## src/rtl/pms_pkg.sv

```systemverilog
package pms_pkg;

  localparam int MODE_W = 3;

  localparam logic [MODE_W-1:0] MF_CLKOUT = 3'b000;
  localparam logic [MODE_W-1:0] MF_STBY   = 3'b001;
  localparam logic [MODE_W-1:0] MF_RX     = 3'b010;
  localparam logic [MODE_W-1:0] MF_TX     = 3'b011;

  typedef enum logic [2:0] {
    OP_SHUT,
    OP_CLKO,
    OP_STBY,
    OP_RX,
    OP_TX
  } op_e;

  typedef struct packed {
    logic osc;
    logic synth;
    logic rx;
    logic tx;
  } dom_t;

endpackage

```

## src/rtl/pms_mode_decode.sv

```systemverilog
module pms_mode_decode
  import pms_pkg::*;
(
  input  logic              en_pin,
  input  logic [MODE_W-1:0] mode_sel,
  output op_e               op,
  output dom_t              dom
);

  always_comb begin
    if (!en_pin) begin
      op = OP_SHUT;
    end else begin
      case (mode_sel)
        MF_CLKOUT: op = OP_CLKO;
        MF_RX:     op = OP_RX;
        MF_TX:     op = OP_TX;
        default:   op = OP_STBY;   // 001 and all unused codes
      endcase
    end
  end

  always_comb begin
    dom = '0;
    case (op)
      OP_CLKO: dom.osc = 1'b1;
      OP_STBY: begin
        dom.osc   = 1'b1;
        dom.synth = 1'b1;
      end
      OP_RX: begin
        dom.osc   = 1'b1;
        dom.synth = 1'b1;
        dom.rx    = 1'b1;
      end
      OP_TX: begin
        dom.osc   = 1'b1;
        dom.synth = 1'b1;
        dom.tx    = 1'b1;
      end
      default: dom = '0;
    endcase
  end

endmodule

```

## src/rtl/pms_pa_delay.sv

```systemverilog
module pms_pa_delay #(
  parameter int DLY_W          = 4,
  parameter int TICKS_PER_STEP = 1
) (
  input  logic             clk,
  input  logic             rst,
  input  logic             in_tx,
  input  logic             tick,
  input  logic [DLY_W-1:0] code,
  output logic             reached
);

  localparam int MAX_TICKS = ((1 << DLY_W) - 2) * TICKS_PER_STEP;
  localparam int CNT_W     = $clog2(MAX_TICKS + 1) < 1 ? 1 : $clog2(MAX_TICKS + 1);

  logic             in_tx_q;
  logic [CNT_W-1:0] cnt;
  logic [CNT_W-1:0] target;

  // codes 0 and 1 both mean no hold-off; each code above adds one step
  always_comb begin
    if (code < DLY_W'(2))
      target = '0;
    else
      target = CNT_W'(code - DLY_W'(1)) * CNT_W'(TICKS_PER_STEP);
  end

  always_ff @(posedge clk) begin
    if (rst) begin
      in_tx_q <= 1'b0;
      cnt     <= '0;
    end else begin
      in_tx_q <= in_tx;
      if (!in_tx || !in_tx_q)
        cnt <= '0;
      else if (tick && (cnt < target))
        cnt <= cnt + CNT_W'(1);
    end
  end

  assign reached = (target == '0) || (in_tx_q && (cnt >= target));

endmodule

```

## src/rtl/pwr_mode_seq.sv

```systemverilog
module pwr_mode_seq
  import pms_pkg::*;
#(
  parameter int DLY_W          = 4,
  parameter int TICKS_PER_STEP = 1
) (
  input  logic             clk,
  input  logic             rst,
  input  logic             en_pin,
  input  logic [2:0]       mode_sel,
  input  logic [DLY_W-1:0] pa_dly_code,
  input  logic             pa_keep_on,
  input  logic             clkout2_bit,
  input  logic             tick,
  output logic             osc_en_o,
  output logic             synth_en_o,
  output logic             rx_en_o,
  output logic             tx_en_o,
  output logic             clkout1_en_o,
  output logic             clkout2_en_o,
  output logic             pa_bias_o
);

  op_e  op;
  dom_t dom;
  logic cur_tx;
  logic pa_reached;
  logic pa_next;

  pms_mode_decode u_dec (
    .en_pin   (en_pin),
    .mode_sel (mode_sel),
    .op       (op),
    .dom      (dom)
  );

  assign cur_tx = (op == OP_TX);

  pms_pa_delay #(
    .DLY_W          (DLY_W),
    .TICKS_PER_STEP (TICKS_PER_STEP)
  ) u_dly (
    .clk     (clk),
    .rst     (rst),
    .in_tx   (cur_tx),
    .tick    (tick),
    .code    (pa_dly_code),
    .reached (pa_reached)
  );

  always_comb begin
    if (cur_tx)
      pa_next = pa_reached;
    else if (op == OP_SHUT)
      pa_next = 1'b0;
    else
      pa_next = pa_keep_on;
  end

  always_ff @(posedge clk) begin
    if (rst) begin
      osc_en_o     <= 1'b0;
      synth_en_o   <= 1'b0;
      rx_en_o      <= 1'b0;
      tx_en_o      <= 1'b0;
      clkout1_en_o <= 1'b0;
      clkout2_en_o <= 1'b0;
      pa_bias_o    <= 1'b0;
    end else begin
      osc_en_o     <= dom.osc;
      synth_en_o   <= dom.synth;
      rx_en_o      <= dom.rx;
      tx_en_o      <= dom.tx;
      clkout1_en_o <= en_pin;
      clkout2_en_o <= en_pin & clkout2_bit;
      pa_bias_o    <= pa_next;
    end
  end

endmodule

```

## config.mk

```make
export PLATFORM = sky130hd
export DESIGN_NAME = pwr_mode_seq
export DESIGN_NICKNAME = d
export VERILOG_FILES = /design/src/rtl/pms_pkg.sv /design/src/rtl/pms_mode_decode.sv /design/src/rtl/pms_pa_delay.sv /design/src/rtl/pwr_mode_seq.sv
export SDC_FILE = /design/constraint.sdc
export NUM_CORES = 1
export LEC_CHECK = 0
export BUFFER_PORTS_ARGS = -buffer_cell sky130_fd_sc_hd__buf_4
export CAP_MARGIN = 30
export CORE_MARGIN = 2
export CORE_UTILIZATION = 40
export CTS_CLUSTER_SIZE = 20
export DETAILED_ROUTE_END_ITERATION = 12
export PLACE_DENSITY = 0.73
export SYNTH_ARGS = -nofsm -noshare
export SYNTH_HDL_FRONTEND = slang
export SYNTH_SLANG_ARGS = --single-unit
```

## constraint.sdc

```tcl
create_clock -name clk -period 2.4 [get_ports clk]
set_input_delay 0 -clock clk [delete_from_list [all_inputs] [get_ports clk]]
set_output_delay 0 -clock clk [all_outputs]
set_load 0.03 [all_outputs]
```

* Word-level counts from Yosys, hierarchy flattened
Cells that the tools add are included.
** Storage, ports and cells
- Flip-flop bits (word level) :: 12
- Output and inout bits :: 7
** Cells by class
- Add/subtract/negate cells :: 2
- Magnitude comparators :: 3
- Equality and inequality tests :: 6
- Muxes and demuxes :: 9
- Bitwise operators :: 1
- Reduce and logical (&&, ||, !) cells :: 12
** Operators with widths (number)
- 3-bit by 2-bit equality test with 1-bit output, second input constant :: 4
- 3-bit one-hot mux with 3 select lines :: 1
- 3-bit zero test :: 2
- 1-bit two-way mux :: 6
- 4-bit by 1-bit adder with 4-bit output, second input constant :: 1
- 4-bit >= comparator :: 1
- 4-bit zero test :: 1
- 4-bit by 2-bit less-than comparator with 1-bit output, second input constant :: 1
- 4-bit less-than comparator :: 1
- 4-bit two-way mux :: 1
- 4-bit OR reduction :: 1
- 4-bit by 1-bit subtractor with 4-bit output, second input constant :: 1
- 3-bit by 1-bit equality test with 1-bit output, second input constant :: 1
- 3-bit equality test, second input constant :: 1
- 3-bit two-way mux :: 1
- 3-bit OR reduction :: 1
- 1-bit logical AND :: 2
- 1-bit zero test :: 2
- 1-bit logical OR :: 2
- 2-bit OR reduction :: 1
- 1-bit AND :: 1

* Depth between registers and ports, before layout
Gate-level depths: netlist of the first run.
- Depth in word-level cells :: 7
- Mapped depth :: 9
- Depth with buffers taken out :: 9

* Modules after synthesis
A second synthesis of the first run with hierarchy kept.
** Second synthesis, totals
- Cell total of the unflattened synthesis :: 78
- Area, all modules :: 698.2 um^2
** Modules (own cells, without submodules)
- pms_pa_delay :: instances 1, cells an instance 53, area each 416.6 um^2, seq. area each 100.1 um^2
- pwr_mode_seq :: instances 1, cells an instance 17, area each 210.2 um^2, seq. area each 140.1 um^2
- pms_mode_decode :: instances 1, cells an instance 8, area each 71.3 um^2, seq. area each 0.0 um^2

* Least setup slack after synthesis of the first run
Ideal clock, no wire load.
- Path kind :: input port to flip-flop
- Start point :: input port pa_dly_code[0]
- End point :: register u_dly.cnt[3]
- Data arrival time :: 1.685 ns
- Data required time :: 2.330 ns
- Path slack :: 0.645 ns
- Cell stages on the path :: 8
- Path through :: inv_1 > ha_1 > or2_2 > ha_1 > nand2b_1 > a21oi_2 > or4_1 > a21oi_1
** On the way
- Cells in the longest elaborated chain, start to end :: 4
** Ends and longest elaborated chain
- start, declared :: line pwr_mode_seq.sv:11 : input logic [DLY_W-1:0] pa_dly_code,
- 4-bit by 1-bit subtractor with 4-bit output / 4-bit by 2-bit less-than comparator with 1-bit output (equally long branches) :: line pms_pa_delay.sv:25, pms_pa_delay.sv:22
- 4-bit two-way mux (*) :: line pms_pa_delay.sv:22 : if (code < DLY_W'(2))
- 4-bit less-than comparator (*) :: line pms_pa_delay.sv:36 : else if (tick && (cnt < target))
- 1-bit logical AND (*) :: line pms_pa_delay.sv:36
- end signal, assigned :: line pms_pa_delay.sv:37 : cnt <= cnt + CNT_W'(1);
- end, declared :: line pms_pa_delay.sv:17 : logic [CNT_W-1:0] cnt;
Mark *: on every way between the ends. The rest lies on a longest branch, timed or not.
A chain may end at the register's enable or synchronous reset.

* Worst setup path in the final report of the first run
Same ends and word-level chain as after synthesis.

==> summary.txt, run 1 <==
Status
  • Outcome: finished clean

Routing
  • Number of nets with antenna violations after routing: 0
  • DRC Markers: 0
  • Vias per std cell: 5.404
  • Routed wire per std cell: 12.30 um
  • Detailed Routing Iterations Pass 1: 3
  • Vias: 589
  • Total Routed Length: 1.341 mm
  • Initial DRC count: 6

Synth
  • Synth top area cells: dfxtp_1, ha_1, inv_1
  • Synth Instances: 66
  • Adder-cell share of the synthesized area: 12.96%
  • Largest family of logic cells by synthesized area: simple AND/OR/NAND/NOR gates
  • Compound-Gate Fraction of Synth Area: 21.81%
  • XOR/XNOR share of the synthesized area: 0%
  • Average size of a mapped cell: 8.777 um^2
  • Synth Area in Simple Gates: 23.33%
  • Multiplexer share of the synthesized area: 0%
  • Post-synth top area share: 38.01%
  • Yosys reg bits: 11
  • Synth Warn #: 0
  • Synth area leader: dfxtp_1
  • Sequential element share of the synthesized area: 38.01%
  • Mapped cell area: 579.3 um^2
  • Post-Syn Nets: 85
  • Yosys cell types: 28

Clock tree
  • Max clock buf depth: 2
  • Insertion delay to the later sink of the worst-skew pair: 270 ps
  • Clk slew on worst S/H paths: 70 ps
  • Total CTS buffers: 3
  • CTS Sinks: 11
  • CTS HTree Levels: 1
  • CTS tree: done
  • Root Driver: clkbuf_4
  • Resize count post-CTS: 0

STA
  • Worst Tran Pin Value: 370.4 ps
  • Final setup violation count: 0
  • Pins Over Slew Limit: 0
  • FMAX: 0.5892 GHz
  • Setup TNS: 0 ps
  • Slew headroom: 75.26%
  • Fin crit period: 1697 ps
  • Fin crit share: 70.71%
  • Skew final: 0.7674 ps
  • Fin. Hold Viols: 0
  • RSZ-0062 raised after global routing: no

Global route
  • Number of global-route vias before repair: 605
  • Initial antenna violation count: 0
  • Largest net degree at the start of global routing: 10
  • Tot GR Track Use: 17.78%
  • Grt ovf: 0
  • First-pass GRT wire length: 2.449 mm

Die
  • I/O Pins: 20
  • Core area: 1334 um^2
  • Rows: 13
  • Die height: 42.06 um
  • Die span in x: 42.06 um
  • Initial Utilization: 43.43%
  • Die Area: 1769 um^2

Setup path
  • Critical Path Fanout Max: 9
  • Cell mode on critical path: ha_1
  • Worst reg-to-reg setup slack: 780 ps
  • Crit path largest cell delay: 510 ps
  • Crit path DAT: 1910 ps
  • CP Buf/Inv Count: 2
  • FF-to-FF path depth: 5
  • RR Endpoint: u_dly.cnt[3]$_SDFFE_PP0P_
  • CP top delay family: simple AND/OR/NAND/NOR gates
  • Critical Path RT: 2610 ps
  • Setup CP Type: primary input to register
  • CP cell instances: buf_4, inv_1, ha_1, or2_2, ha_1, nand2b_1, a21oi_2, or4_1, a21oi_1
  • Worst r2r src: u_dly.cnt[3]$_SDFFE_PP0P_
  • Crit path capture type: register
  • CP max-delay cell: or4_1
  • Critical Path Start Type: primary input

Final layout
  • Multi-input logic area: 336.6 um^2
  • Register area: 220.2 um^2
  • Fill cell count: 124
  • Ant. Diodes: 0
  • Layout cell share with drive strength beyond 1: 27.66%
  • Nets: 114
  • Final Instance Area: 817.0 um^2
  • P&R area growth vs syn: 41.04%

Power
  • Peak VDD IR: 0.2272 mV
  • Pwr dens: 486.5 nW/um^2
  • Leakage Power: 0.3675 nW

Hold path
  • Hold Path Origin: pa_dly_code[3]
  • Hold WC Path Type: primary input to register
  • Hold depth: 3
  • WHS Endpoint: pa_bias_o$_SDFF_PP0_

Place
  • GPL Wtd Cong: 0.8384
  • Cell Area, Placed: 740.7 um^2
  • Post-DP HPWL: 968.6 um
  • IO buf count: 19

Job
  • Max-Cap Viols: 0
power breakdown:
group	internal [W]	total (W)	switching (W)	leakage, nW
logic	0.0000392	0.0000781	0.0000390	0.263
clock network	0.0000645	0.000131	0.0000663	0.0150
registers	0.000187	0.000189	0.00000142	0.0898
total	0.000291	0.000397	0.000107	0.368
worst min-delay path, cell delays in order:
cell	delay, ps
buf_4	100
a21o_1	90
a31oi_1	80
cell usage in the layout, fill, tap and decap left out, drive strengths merged, types with 4 or more instances in the layout:
master and n:
buf 19, dfxtp 11, dlygate4sd3 5, nand2 4
a21oi 6, nor2 4, o21ai 4, ha 6
inv 6, clkbuf 4
worst max-delay path by stage:
stage | from | endpoint | slack [ps] | cells after the start
floorplan | pa_dly_code[0] | u_dly.cnt[3]$_SDFFE_PP0P_ | 640 | 8
global placement | pa_dly_code[0] | u_dly.cnt[3]$_SDFFE_PP0P_ | 490 | 9
detailed placement | pa_dly_code[0] | u_dly.cnt[3]$_SDFFE_PP0P_ | 420 | 9
CTS | pa_dly_code[0] | u_dly.cnt[2]$_SDFFE_PP0P_ | 700 | 9
global route | pa_dly_code[0] | u_dly.cnt[3]$_SDFFE_PP0P_ | 500 | 9
finish | pa_dly_code[0] | u_dly.cnt[3]$_SDFFE_PP0P_ | 700 | 9
logic make-up (layout without fill, tap and decap cells):
group | count (synthesis) | in the layout
and+or+nand+nor | 24 | 24
AOI/OAI and AO/OA | 19 | 19
DFF | 11 | 11
adders and majority gates | 6 | 6
buffers and inverters | 6 | 34
repair_timing:
action	4_1_cts	5_1_grt
hold endpoints to repair	5	0
setup buffers	0	0
hold buffers	5	0
cell usage after synthesis (all sizes together):
master	number
o21a	1
o211ai	1
and3b	1
a21o	1
and2	2
inv	6
nor3	1
o21ai	4
or3	2
nand2	4
nor2b	2
dfxtp	11
o31a	1
nand3	1
and3	1
o31ai	3
nand2b	1
nor2	4
or2	1
or4	2
ha	6
a32oi	1
nand4	2
a21oi	6
a31oi	1
sequential cells by signal, summed over array words and instances, names as in the netlist:
| register | count |
|---|---|
| osc_en_o | 1 |
| clkout1_en_o | 1 |
| tx_en_o | 1 |
| clkout2_en_o | 1 |
| synth_en_o | 1 |
| u_dly.cnt | 4 |
| rx_en_o | 1 |
| pa_bias_o | 1 |
final cells by class:
type	instances	area share (%)
multi-input combinational	49	41.19
sequential	11	26.95
timing repair buffer	24	23.58
clock buffer	4	3.216
inverter	6	2.757
tap	15	2.297
per-layer routing:
metal | up-vias | share of wire [%] | track usage [%]
met3 | 4 | 5.4 | 3.448
met4 | 0 | 1.6 | 10.63
met2 | 20 | 49 | 29.69
met5 | - | 0 | 0
met1 | 266 | 44 | 20.95
li1 | 299 | - | -
through the flow:
stage          utilization, %  setup slack (ps)  hold slack (ps)   power, W  cells
2_1_floorplan               -             644.6            71.61  0.0002309     66
3_3_place_gp            55.53             487.4            167.7  0.0002611    100
3_5_place_dp            55.53             424.3            170.4  0.0002637    100
4_1_cts                 61.26             700.5            41.49  0.0003992    109
5_1_grt                 61.26             502.8            40.96  0.0004124    109
6_report                61.26             702.9            43.16  0.0003975    109
(Power assumes the default switching activity.)
==> run 2: changes to the inputs <==
Clock period 2.4 ns to 1.65 ns, I/O delays scaled along.
==> summary.txt, run 2 (synthesized netlist as in run 1, its figures left out) <==
Final layout
  • Most common cell after layout, fill and taps aside: buf_4
  • P&R area growth vs syn: 60.69%
  • Fill cell count: 109
  • Number of flip-flops in the largest register: 4
  • Ant. Diodes: 0
  • Nets: 120
  • Multi-input logic area: 401.6 um^2
  • Layout cell share with drive strength beyond 1: 40.00%
  • Top reg by flops: u_dly.cnt
  • Register area: 224.0 um^2
  • Most frequent cells in the layout: buf_4, dfxtp_1, inv_1, dlygate4sd3_1

STA
  • Slew headroom: 72.41%
  • Worst Tran Pin Value: 410.3 ps
  • FMAX: 0.6479 GHz
  • Final setup violation count: 0
  • Fin. Hold Viols: 0
  • Fin crit share: 93.54%
  • Skew final: 2.979 ps
  • Fin crit period: 1543 ps
  • Setup TNS: 0 ps
  • Pins Over Slew Limit: 0
  • RSZ-0062 raised after global routing: no
  • Worst setup margin: 106.6 ps

Setup path
  • Setup CP Type: register to register
  • Crit path capture type: register
  • Critical Path Start Type: register
  • Critical Path RT: 1840 ps
  • Critical Path Fanout Max: 6
  • Crit path DAT: 1730 ps

Routing
  • DRC Markers: 0
  • Detailed Routing Iterations Pass 1: 3
  • Vias: 599
  • Initial DRC count: 9
  • Total Routed Length: 1.387 mm
  • Routed wire per std cell: 12.06 um
  • Number of nets with antenna violations after routing: 0
  • Vias per std cell: 5.209

Clock tree
  • Clk slew on worst S/H paths: 70 ps
  • CTS tree: done
  • Insertion delay to the later sink of the worst-skew pair: 260 ps
  • Post-CTS Setup Bufs: 0
  • CTS Sinks: 11
  • Max clock buf depth: 2
  • Total CTS buffers: 3
  • CTS HTree Levels: 1
  • Root Driver: clkbuf_4

Die
  • I/O Pins: 20
  • Core area: 1334 um^2
  • Die span in x: 42.06 um
  • Initial Utilization: 43.43%
  • Die Area: 1769 um^2
  • Rows: 13
  • Die height: 42.06 um

Place
  • GPL Wtd Cong: 0.8092
  • Post-DP HPWL: 1.017 mm
  • IO buf count: 19
  • Worst slack at placement: -152.0 ps

Hold path
  • Hold WC Path Type: primary input to register

Power
  • Clock power share: 29.5%
  • Total power: 0.0005974 W
  • Internal power: 0.0004464 W
  • Switching share of power: 25.28%
  • Combinational share of power: 24.6%
  • Leakage Power: 0.4027 nW
  • Switch Pwr: 0.0001510 W
  • Pwr dens: 641.7 nW/um^2
  • Peak VDD IR: 0.5089 mV
  • Power share of the sequential group: 45.9%

Global route
  • Initial antenna violation count: 0
  • First-pass GRT wire length: 2.270 mm
  • Largest net degree at the start of global routing: 7
  • Grt ovf: 0
  • Number of global-route vias before repair: 598
  • Tot GR Track Use: 16.61%

Job
  • Max-Cap Viols: 0

Status
  • Outcome: finished clean
-- run 2: changes by cell type in the layout (fill, tap and decap cells not counted), sizes merged --
cell	delta
buf	+6
-- run 2: critical path: stages (launching register included) --
cell and delay (ps):
dfxtp_1 410, inv_1 70, ha_1 200, nand2b_4 140, a21oi_4 180, buf_4 160, buf_4 100, o21ai_1 70
a31oi_1 150
-- run 2: layout make-up --
class	instances	area share [%]
Inverter	6	2.419
Timing Repair Buffer	30	25.54
Multi-Input combinational cell	49	43.15
Clock buffer	4	2.823
Tap cell	15	2.016
Sequential cell	11	24.06
-- run 2: through the flow --
step           area (um^2)  std cells  hold slack (ps)  utilization, %
2_1_floorplan        624.3         66            71.61               -
3_3_place_gp         830.8        106            169.0           62.29
3_5_place_dp         830.8        106            172.6           62.29
4_1_cts              907.1        115            43.20           68.01
5_1_grt              930.9        115            54.33           69.79
6_report             930.9        115            48.46           69.79
-- run 2: path summary, 6_finish.rpt --
kind                        startpoint                        end  slack (ps)  depth (start not counted)
max          u_dly.cnt[0]$_SDFFE_PP0P_       pa_bias_o$_SDFF_PP0_         110                          8
min                     pa_dly_code[3]       pa_bias_o$_SDFF_PP0_          50                          3
max reg2reg  u_dly.cnt[0]$_SDFFE_PP0P_       pa_bias_o$_SDFF_PP0_         110                          8
min reg2reg  u_dly.cnt[3]$_SDFFE_PP0P_  u_dly.cnt[3]$_SDFFE_PP0P_         500                          2
-- run 2: power groups by stage --
stage | registers (W) | logic [W] | clock network [W]
after CTS | 0.000274 | 0.000141 | 0.000182
after global routing | 0.000275 | 0.000160 | 0.000193
after detailed placement | 0.000280 | 0.000132 | 0
after global placement | 0.000280 | 0.000128 | 0
final | 0.000274 | 0.000147 | 0.000176
after floorplan | 0.000294 | 0.0000560 | 0
-- run 2: timing repair --
item | 4_1_cts | 5_1_grt
hold buffers | 5 | 0
hold endpoints to repair | 5 | 0
gates resized for setup | 0 | 5
endpoints found under the setup margin | 0 | 4
-- run 2: layer usage --
metal | global-route usage [%] | vias to the layer above | part of all wire (%)
met4 | 7.500 | 0 | 0.87
met1 | 19.05 | 272 | 44
met3 | 4.741 | 2 | 5.3
met5 | 0 | - | 0
met2 | 28.44 | 16 | 50
li1 | - | 309 | -
